==> config.mk <==
export PLATFORM = sky130hd
export DESIGN_NAME = xcpu_sync_mailbox
export DESIGN_NICKNAME = d
export VERILOG_FILES = /design/src/rtl/mbx_pkg.sv /design/src/rtl/mbx_port_state.sv /design/src/rtl/mbx_doorbell.sv /design/src/rtl/xcpu_sync_mailbox.sv
export SDC_FILE = /design/constraint.sdc
export NUM_CORES = 1
export LEC_CHECK = 0
export BUFFER_PORTS_ARGS = -buffer_cell sky130_fd_sc_hd__buf_2
export CAP_MARGIN = 20
export CORE_MARGIN = 8
export CORE_UTILIZATION = 28
export CTS_CLUSTER_SIZE = 16
export DETAILED_ROUTE_END_ITERATION = 8
export HOLD_SLACK_MARGIN = 0.08
export PLACE_DENSITY_LB_ADDON = 0.15
export REMOVE_ABC_BUFFERS = 1
export SYNTH_ARGS = -nofsm -noshare
export SYNTH_HDL_FRONTEND = slang
export SYNTH_SLANG_ARGS = --single-unit
==> constraint.sdc <==
create_clock -name clk -period 0.9 [get_ports clk]
set_input_delay 0.18 -clock clk [delete_from_list [all_inputs] [get_ports clk]]
set_output_delay 0.18 -clock clk [all_outputs]
set_load 0.03 [all_outputs]
==> src/rtl/mbx_pkg.sv <==
package mbx_pkg;

  localparam int MBX_DATA_W   = 32;
  localparam int MBX_NIB_W    = 4;
  localparam int MBX_OUT_LSB  = 8;
  localparam int MBX_BELL_BIT = 13;
  localparam int MBX_EN_BIT   = 14;

  // Mask of the bits a write stores: the outgoing nibble and the enable.
  function automatic logic [MBX_DATA_W-1:0] keep_mask(input int nib_w, input int out_lsb,
                                                      input int en_bit);
    logic [MBX_DATA_W-1:0] m;
    m = '0;
    for (int i = 0; i < nib_w; i++) m[out_lsb+i] = 1'b1;
    m[en_bit] = 1'b1;
    return m;
  endfunction

  // Merge write data into the stored register under the keep mask.
  function automatic logic [MBX_DATA_W-1:0] merge_write(input logic [MBX_DATA_W-1:0] old_v,
                                                        input logic [MBX_DATA_W-1:0] wdata,
                                                        input logic [MBX_DATA_W-1:0] keep);
    return (wdata & keep) | (old_v & ~keep);
  endfunction

  // The read view: own stored fields, plus the peer's nibble shifted into the low bits.
  function automatic logic [MBX_DATA_W-1:0] read_view(input logic [MBX_DATA_W-1:0] own_v,
                                                      input logic [MBX_DATA_W-1:0] peer_v,
                                                      input logic [MBX_DATA_W-1:0] keep,
                                                      input int nib_w, input int out_lsb);
    logic [MBX_DATA_W-1:0] nib_m;
    nib_m = (MBX_DATA_W'(1) << nib_w) - MBX_DATA_W'(1);
    return (own_v & keep) | ((peer_v >> out_lsb) & nib_m);
  endfunction

endpackage

==> src/rtl/mbx_port_state.sv <==
module mbx_port_state
  import mbx_pkg::*;
#(
  parameter int DATA_W  = MBX_DATA_W,
  parameter int NIB_W   = MBX_NIB_W,
  parameter int OUT_LSB = MBX_OUT_LSB,
  parameter int EN_BIT  = MBX_EN_BIT
) (
  input  logic              clk,
  input  logic              rst_n,
  input  logic              wr_en,
  input  logic [DATA_W-1:0] wr_data,
  output logic [DATA_W-1:0] reg_q,
  output logic              bell_en
);

  localparam logic [DATA_W-1:0] KEEP = keep_mask(NIB_W, OUT_LSB, EN_BIT);

  logic [DATA_W-1:0] reg_d;

  always_comb begin
    reg_d = reg_q;
    if (wr_en) reg_d = merge_write(reg_q, wr_data, KEEP);
  end

  always_ff @(posedge clk or negedge rst_n) begin
    if (!rst_n) reg_q <= '0;
    else        reg_q <= reg_d;
  end

  assign bell_en = reg_q[EN_BIT];

  // an unwritten register holds its value
  assert_hold_R2: assert property (@(posedge clk) disable iff (!rst_n)
    !wr_en |=> $stable(reg_q));

  // bits outside the nibble and the enable are never stored
  assert_reserved_clear_R4: assert property (@(posedge clk) disable iff (!rst_n)
    (reg_q & ~KEEP) == '0);

endmodule

==> src/rtl/mbx_doorbell.sv <==
module mbx_doorbell (
  input  logic clk,
  input  logic rst_n,
  input  logic wr_en,
  input  logic bell_bit,
  input  logic peer_en,
  output logic ring
);

  logic fire;

  assign fire = wr_en & bell_bit & peer_en;

  always_ff @(posedge clk or negedge rst_n) begin
    if (!rst_n) ring <= 1'b0;
    else        ring <= fire;
  end

  // no pulse unless the peer was enabled at the write
  assert_no_ring_disabled_R6: assert property (@(posedge clk) disable iff (!rst_n)
    ring |-> $past(peer_en));

  // a pulse lasts one cycle unless another qualifying write followed
  assert_one_cycle_R8: assert property (@(posedge clk) disable iff (!rst_n)
    ring && !fire |=> !ring);

endmodule

==> src/rtl/xcpu_sync_mailbox.sv <==
module xcpu_sync_mailbox
  import mbx_pkg::*;
#(
  parameter int NIB_W    = MBX_NIB_W,
  parameter int OUT_LSB  = MBX_OUT_LSB,
  parameter int BELL_BIT = MBX_BELL_BIT,
  parameter int EN_BIT   = MBX_EN_BIT
) (
  input  logic        clk,
  input  logic        rst_n,
  input  logic        a_wr_en,
  input  logic [31:0] a_wr_data,
  output logic [31:0] a_rd_data,
  output logic        a_ring_peer,
  input  logic        b_wr_en,
  input  logic [31:0] b_wr_data,
  output logic [31:0] b_rd_data,
  output logic        b_ring_peer
);

  localparam int DATA_W = MBX_DATA_W;
  localparam int NPORT  = 2;
  localparam logic [DATA_W-1:0] KEEP = keep_mask(NIB_W, OUT_LSB, EN_BIT);

  logic [NPORT-1:0]             wr_en;
  logic [NPORT-1:0][DATA_W-1:0] wr_data;
  logic [NPORT-1:0][DATA_W-1:0] reg_q;
  logic [NPORT-1:0][DATA_W-1:0] view;
  logic [NPORT-1:0]             bell_en;
  logic [NPORT-1:0]             ring;

  assign wr_en   = {b_wr_en, a_wr_en};
  assign wr_data = {b_wr_data, a_wr_data};

  for (genvar p = 0; p < NPORT; p++) begin : g_port
    mbx_port_state #(
      .DATA_W (DATA_W),
      .NIB_W  (NIB_W),
      .OUT_LSB(OUT_LSB),
      .EN_BIT (EN_BIT)
    ) u_state (
      .clk    (clk),
      .rst_n  (rst_n),
      .wr_en  (wr_en[p]),
      .wr_data(wr_data[p]),
      .reg_q  (reg_q[p]),
      .bell_en(bell_en[p])
    );

    mbx_doorbell u_bell (
      .clk     (clk),
      .rst_n   (rst_n),
      .wr_en   (wr_en[p]),
      .bell_bit(wr_data[p][BELL_BIT]),
      .peer_en (bell_en[NPORT-1-p]),
      .ring    (ring[p])
    );

    assign view[p] = read_view(reg_q[p], reg_q[NPORT-1-p], KEEP, NIB_W, OUT_LSB);
  end

  assign a_rd_data   = view[0];
  assign b_rd_data   = view[1];
  assign a_ring_peer = ring[0];
  assign b_ring_peer = ring[1];

  // each port's outgoing nibble shows in the peer's low bits
  assert_mirror_ab_R3: assert property (@(posedge clk) disable iff (!rst_n)
    a_rd_data[NIB_W-1:0] == b_rd_data[OUT_LSB +: NIB_W]);
  assert_mirror_ba_R3: assert property (@(posedge clk) disable iff (!rst_n)
    b_rd_data[NIB_W-1:0] == a_rd_data[OUT_LSB +: NIB_W]);

  // the doorbell bit never reads back
  assert_bell_reads_zero_R4: assert property (@(posedge clk) disable iff (!rst_n)
    !a_rd_data[BELL_BIT] && !b_rd_data[BELL_BIT]);

  // a pulse toward B follows a bell write from A while B was enabled
  assert_ring_cause_a_R5: assert property (@(posedge clk) disable iff (!rst_n)
    a_ring_peer |-> $past(a_wr_en && a_wr_data[BELL_BIT] && b_rd_data[EN_BIT]));
  assert_ring_cause_b_R5: assert property (@(posedge clk) disable iff (!rst_n)
    b_ring_peer |-> $past(b_wr_en && b_wr_data[BELL_BIT] && a_rd_data[EN_BIT]));

endmodule

-- Word-level counts from Yosys, hierarchy flattened
Index checks and enable logic that the tools add are counted.
- bitwise operators: 8
- shift-type cells: 0
- $add $sub $neg: 0
- order comparisons: 0
- multiply operators: 0
- multiplexer cells: 0
- equality and inequality tests: 0
- reduce and logical (&&, ||, !) cells: 0
- div/mod/pow operators: 0
- operators with widths (operator ; count):
    15-bit by 32-bit OR with 32-bit output ; 2
    15-bit by 4-bit OR with 15-bit output ; 2
    1-bit AND ; 4
- memory bits (read-only): 0
- latch bits: 0
- input bits: 68
- memories kept: 0
- RAM bits: 0
- bits in registers: 66

-- Logic depth before layout (Yosys ltp)
- word-level depth: 2
- mapped depth: 1
- depth with buffers taken out: 1

-- Cells and area by module
A second synthesis with hierarchy kept.
- cell total of the unflattened synthesis: 137
- area, all modules: 1262.5 um^2
- by module, submodules not included (module ; cells each ; times used ; sequential area each (um^2) ; area each (um^2)):
    mbx_port_state ; 39 ; 2 ; 125.1 ; 395.4
    xcpu_sync_mailbox ; 55 ; 1 ; 0.0 ; 409.1
    mbx_doorbell ; 2 ; 2 ; 25.0 ; 31.3

-- Worst setup path after synthesis
No wires, ideal clock.
- kind: flip-flop to output port
- from: register g_port[0].u_state.reg_q[8]
- to: output b_rd_data[0]
- data required time: 720 ps
- stages on the path, launching flop included: 2
- setup slack: 2 ps
- data arrival time: 718 ps
- cell sequence: dfrtp_1 > buf_4
- cells in the longest elaborated chain, start to end: 1
- ends and longest elaborated chain (what ; RTL line ; text):
    start, declared ; mbx_port_state.sv:13 ; output logic [DATA_W-1:0] reg_q,
    start signal, assigned ; mbx_port_state.sv:28 ; else reg_q <= reg_d;
    15-bit by 4-bit OR with 15-bit output ; mbx_pkg.sv:33 ; return (own_v & keep) | ((peer_v >> out_lsb) & nib_m);
    end, declared ; xcpu_sync_mailbox.sv:17 ; output logic [31:0] b_rd_data,
No other way between the ends.

-- Worst setup path after layout
- from: register g_port[0].u_state.reg_q[10]
- to: output b_rd_data[2]
The elaborated chain is that of the path after synthesis.

==> metrics.txt <==
die height=71.1 µm; hpwl dp=1450 µm; starting density of the core=28.6%; Seq/Total Area, Yosys=35.3%; clk sinks=12; most common cell in the netlist=buf_4; reg2reg setup slack=0.01 ns; Hold Fails Final Rpt=0; latest clock arrival within the worst-skew pair=0.26 ns; peak supply drop=0.386 mV; Die Area=5060 µm²; cell taking the most area after synthesis=buf_4; synth top area cells=buf_4 (49%), dfrtp_1 (35%), mux2_2 (13%); vias post-DR=491; port bufs=35; FF+latch count, synth=12; Top FF cell, synth=dfrtp_1; Setup CP Type=register to primary output; Max Transition Viols Final=0; clock period minus worst slack=1.01 ns; Design Power=1700 µW; hold slack=0.145 ns; mean area per synthesized cell=10.5 µm²; fin util=33.2%; Worst Setup End Kind=primary output; top post-synthesis cells by count=buf_4 (56), dfrtp_1 (12), mux2_2 (10); antenna-violating nets left=0; failing checks=negative setup slack; total core area=2980 µm²; Placed Area=816 µm²; Setup crit start kind=register; CP delay by family, top=flip-flops; Final WS setup=-0.112 ns; critical-path cell list=buf_6; H-tree Lvls=1; Max Fclk=988 MHz; RD Place Congestion=0.584; fraction of layout cells with a size suffix above 1=45.9%; data arrival time of the critical path=0.83 ns; drt total wl=1770 µm; Synth Cell Area=851 µm²; Num CTS Buffers=3; critical path required time=0.72 ns; synth unique cells=6; Tcrit/Tclk final=112%; Layout Skew=0.000140 ns; Vias/cell=3.41; Overflow after GRT=0; pin count of the biggest net entering global routing=13; yosys warns=0; Max Cap Viol=0; diodes inserted=0; Layout Nets=181; Site Rows=20; maximum root-to-sink buffer count=2; die width=71.1 µm; status=finished, violations left; DRC viols=0; All-Layer GR Usage=6.57%; Yosys top cell area share=49.4%; Boundary Pins=134; setup TNS=-1.99 ns; number of enable flip-flop cells after synthesis=0; antenna violations before repair=0; Leakage Power=0.000551 µW; initial detailed-routing violation count=12; fillers=317; asr flop ratio synth=100%; DR WL/cell=12.3 µm; CP bufs+invs=1; CTS tree=built; Root Buffer Master=clkbuf_4; RSZ-0062 raised after global routing=true; Min-Delay Path Class=primary input to register; Post-Synthesis Cells=81; Worst path max stage delay=0.42 ns; Critical-path top delay cell=dfrtp_1; Clock transition at path regs=0.07 ns; global-route wire length before repair=2590 µm; Area Growth Syn to Fin=16.2%; Final Cell Area=988 µm²; final setup violation count=20; Critical Path Fanout Max=3; vias in the first global route=527; PwrDens=1720 nW/µm²; TritonRoute pass-1 iters=2
==> sequential cells by signal, summed over array words and instances (netlist names) <==
name / cells
g_port.u_bell.ring: 2
g_port.u_state.reg_q: 10
==> power breakdown <==
group          internal, µW  switching (µW)
combinational           236             514
sequential              589            48.9
clock                   154             157
total                   979             719
==> metrics by stage <==
stage | setup slack [ns] | cells
6_report | -0.112 | 144
5_1_grt | -0.158 | 144
4_1_cts | -0.129 | 144
3_5_place_dp | 0.0579 | 138
3_3_place_gp | 0.0706 | 138
2_1_floorplan | -0.142 | 70
==> final timing paths <==
check | start | endpoint | depth (start not counted)
min in group asynchronous | rst_n | g_port[0].u_state.reg_q[9]$_DFFE_PN0P_ | 2
min reg2reg | g_port[1].u_state.reg_q[8]$_DFFE_PN0P_ | g_port[1].u_state.reg_q[8]$_DFFE_PN0P_ | 1
min | a_wr_data[11] | g_port[0].u_state.reg_q[11]$_DFFE_PN0P_ | 2
max reg2reg | g_port[0].u_state.reg_q[14]$_DFFE_PN0P_ | g_port[0].u_state.reg_q[14]$_DFFE_PN0P_ | 2
max in group asynchronous | rst_n | g_port[1].u_state.reg_q[9]$_DFFE_PN0P_ | 2
max | g_port[0].u_state.reg_q[10]$_DFFE_PN0P_ | b_rd_data[2] | 1
==> repair_timing <==
action	in CTS	in global routing
pin swaps	0	0
gates resized for setup	28	16
hold buffers	1	0
endpoints found under the hold margin	12	0
setup endpoints to repair	20	22
buffers inserted	2	0
==> metal layers <==
| layer | part of all wire (%) | global-route usage, % | up-vias | wire length [µm] |
|---|---|---|---|---|
| li1 | - | - | 214 | - |
| met1 | 35 | 5.31 | 230 | 613 |
| met2 | 51 | 11.6 | 45 | 899 |
| met3 | 13 | 3.67 | 2 | 237 |
| met4 | 1.2 | 4.85 | 0 | 21 |
| met5 | 0 | 0 | - | 0 |
==> cells in the final DEF (no fill, tap or decap) <==
cell type	count
clkbuf_4	3
conb_1	46
buf_4	2
buf_2	15
and3_2	1
dfrtp_1	12
dlygate4sd3_1	1
buf_6	20
and3_1	1
mux2_2	10
==> final cells by class <==
cell class	count	area [µm²]	area share, %
well taps	33	41.3	4.18
repair buffers	38	325	32.9
flip-flops and latches	12	300	30.4
clock buffers	3	22.5	2.28
multi-input cells	58	299	30.3
==> cell families after synthesis <==
logic type	after synthesis	synth area share [%]
multiplexers	10	13.2
flip-flops	12	35.3
AND/OR/NAND/NOR	2	1.62
other	1	0.441
buffers and inverters	56	49.4
Power figures use the tool's default switching activity.
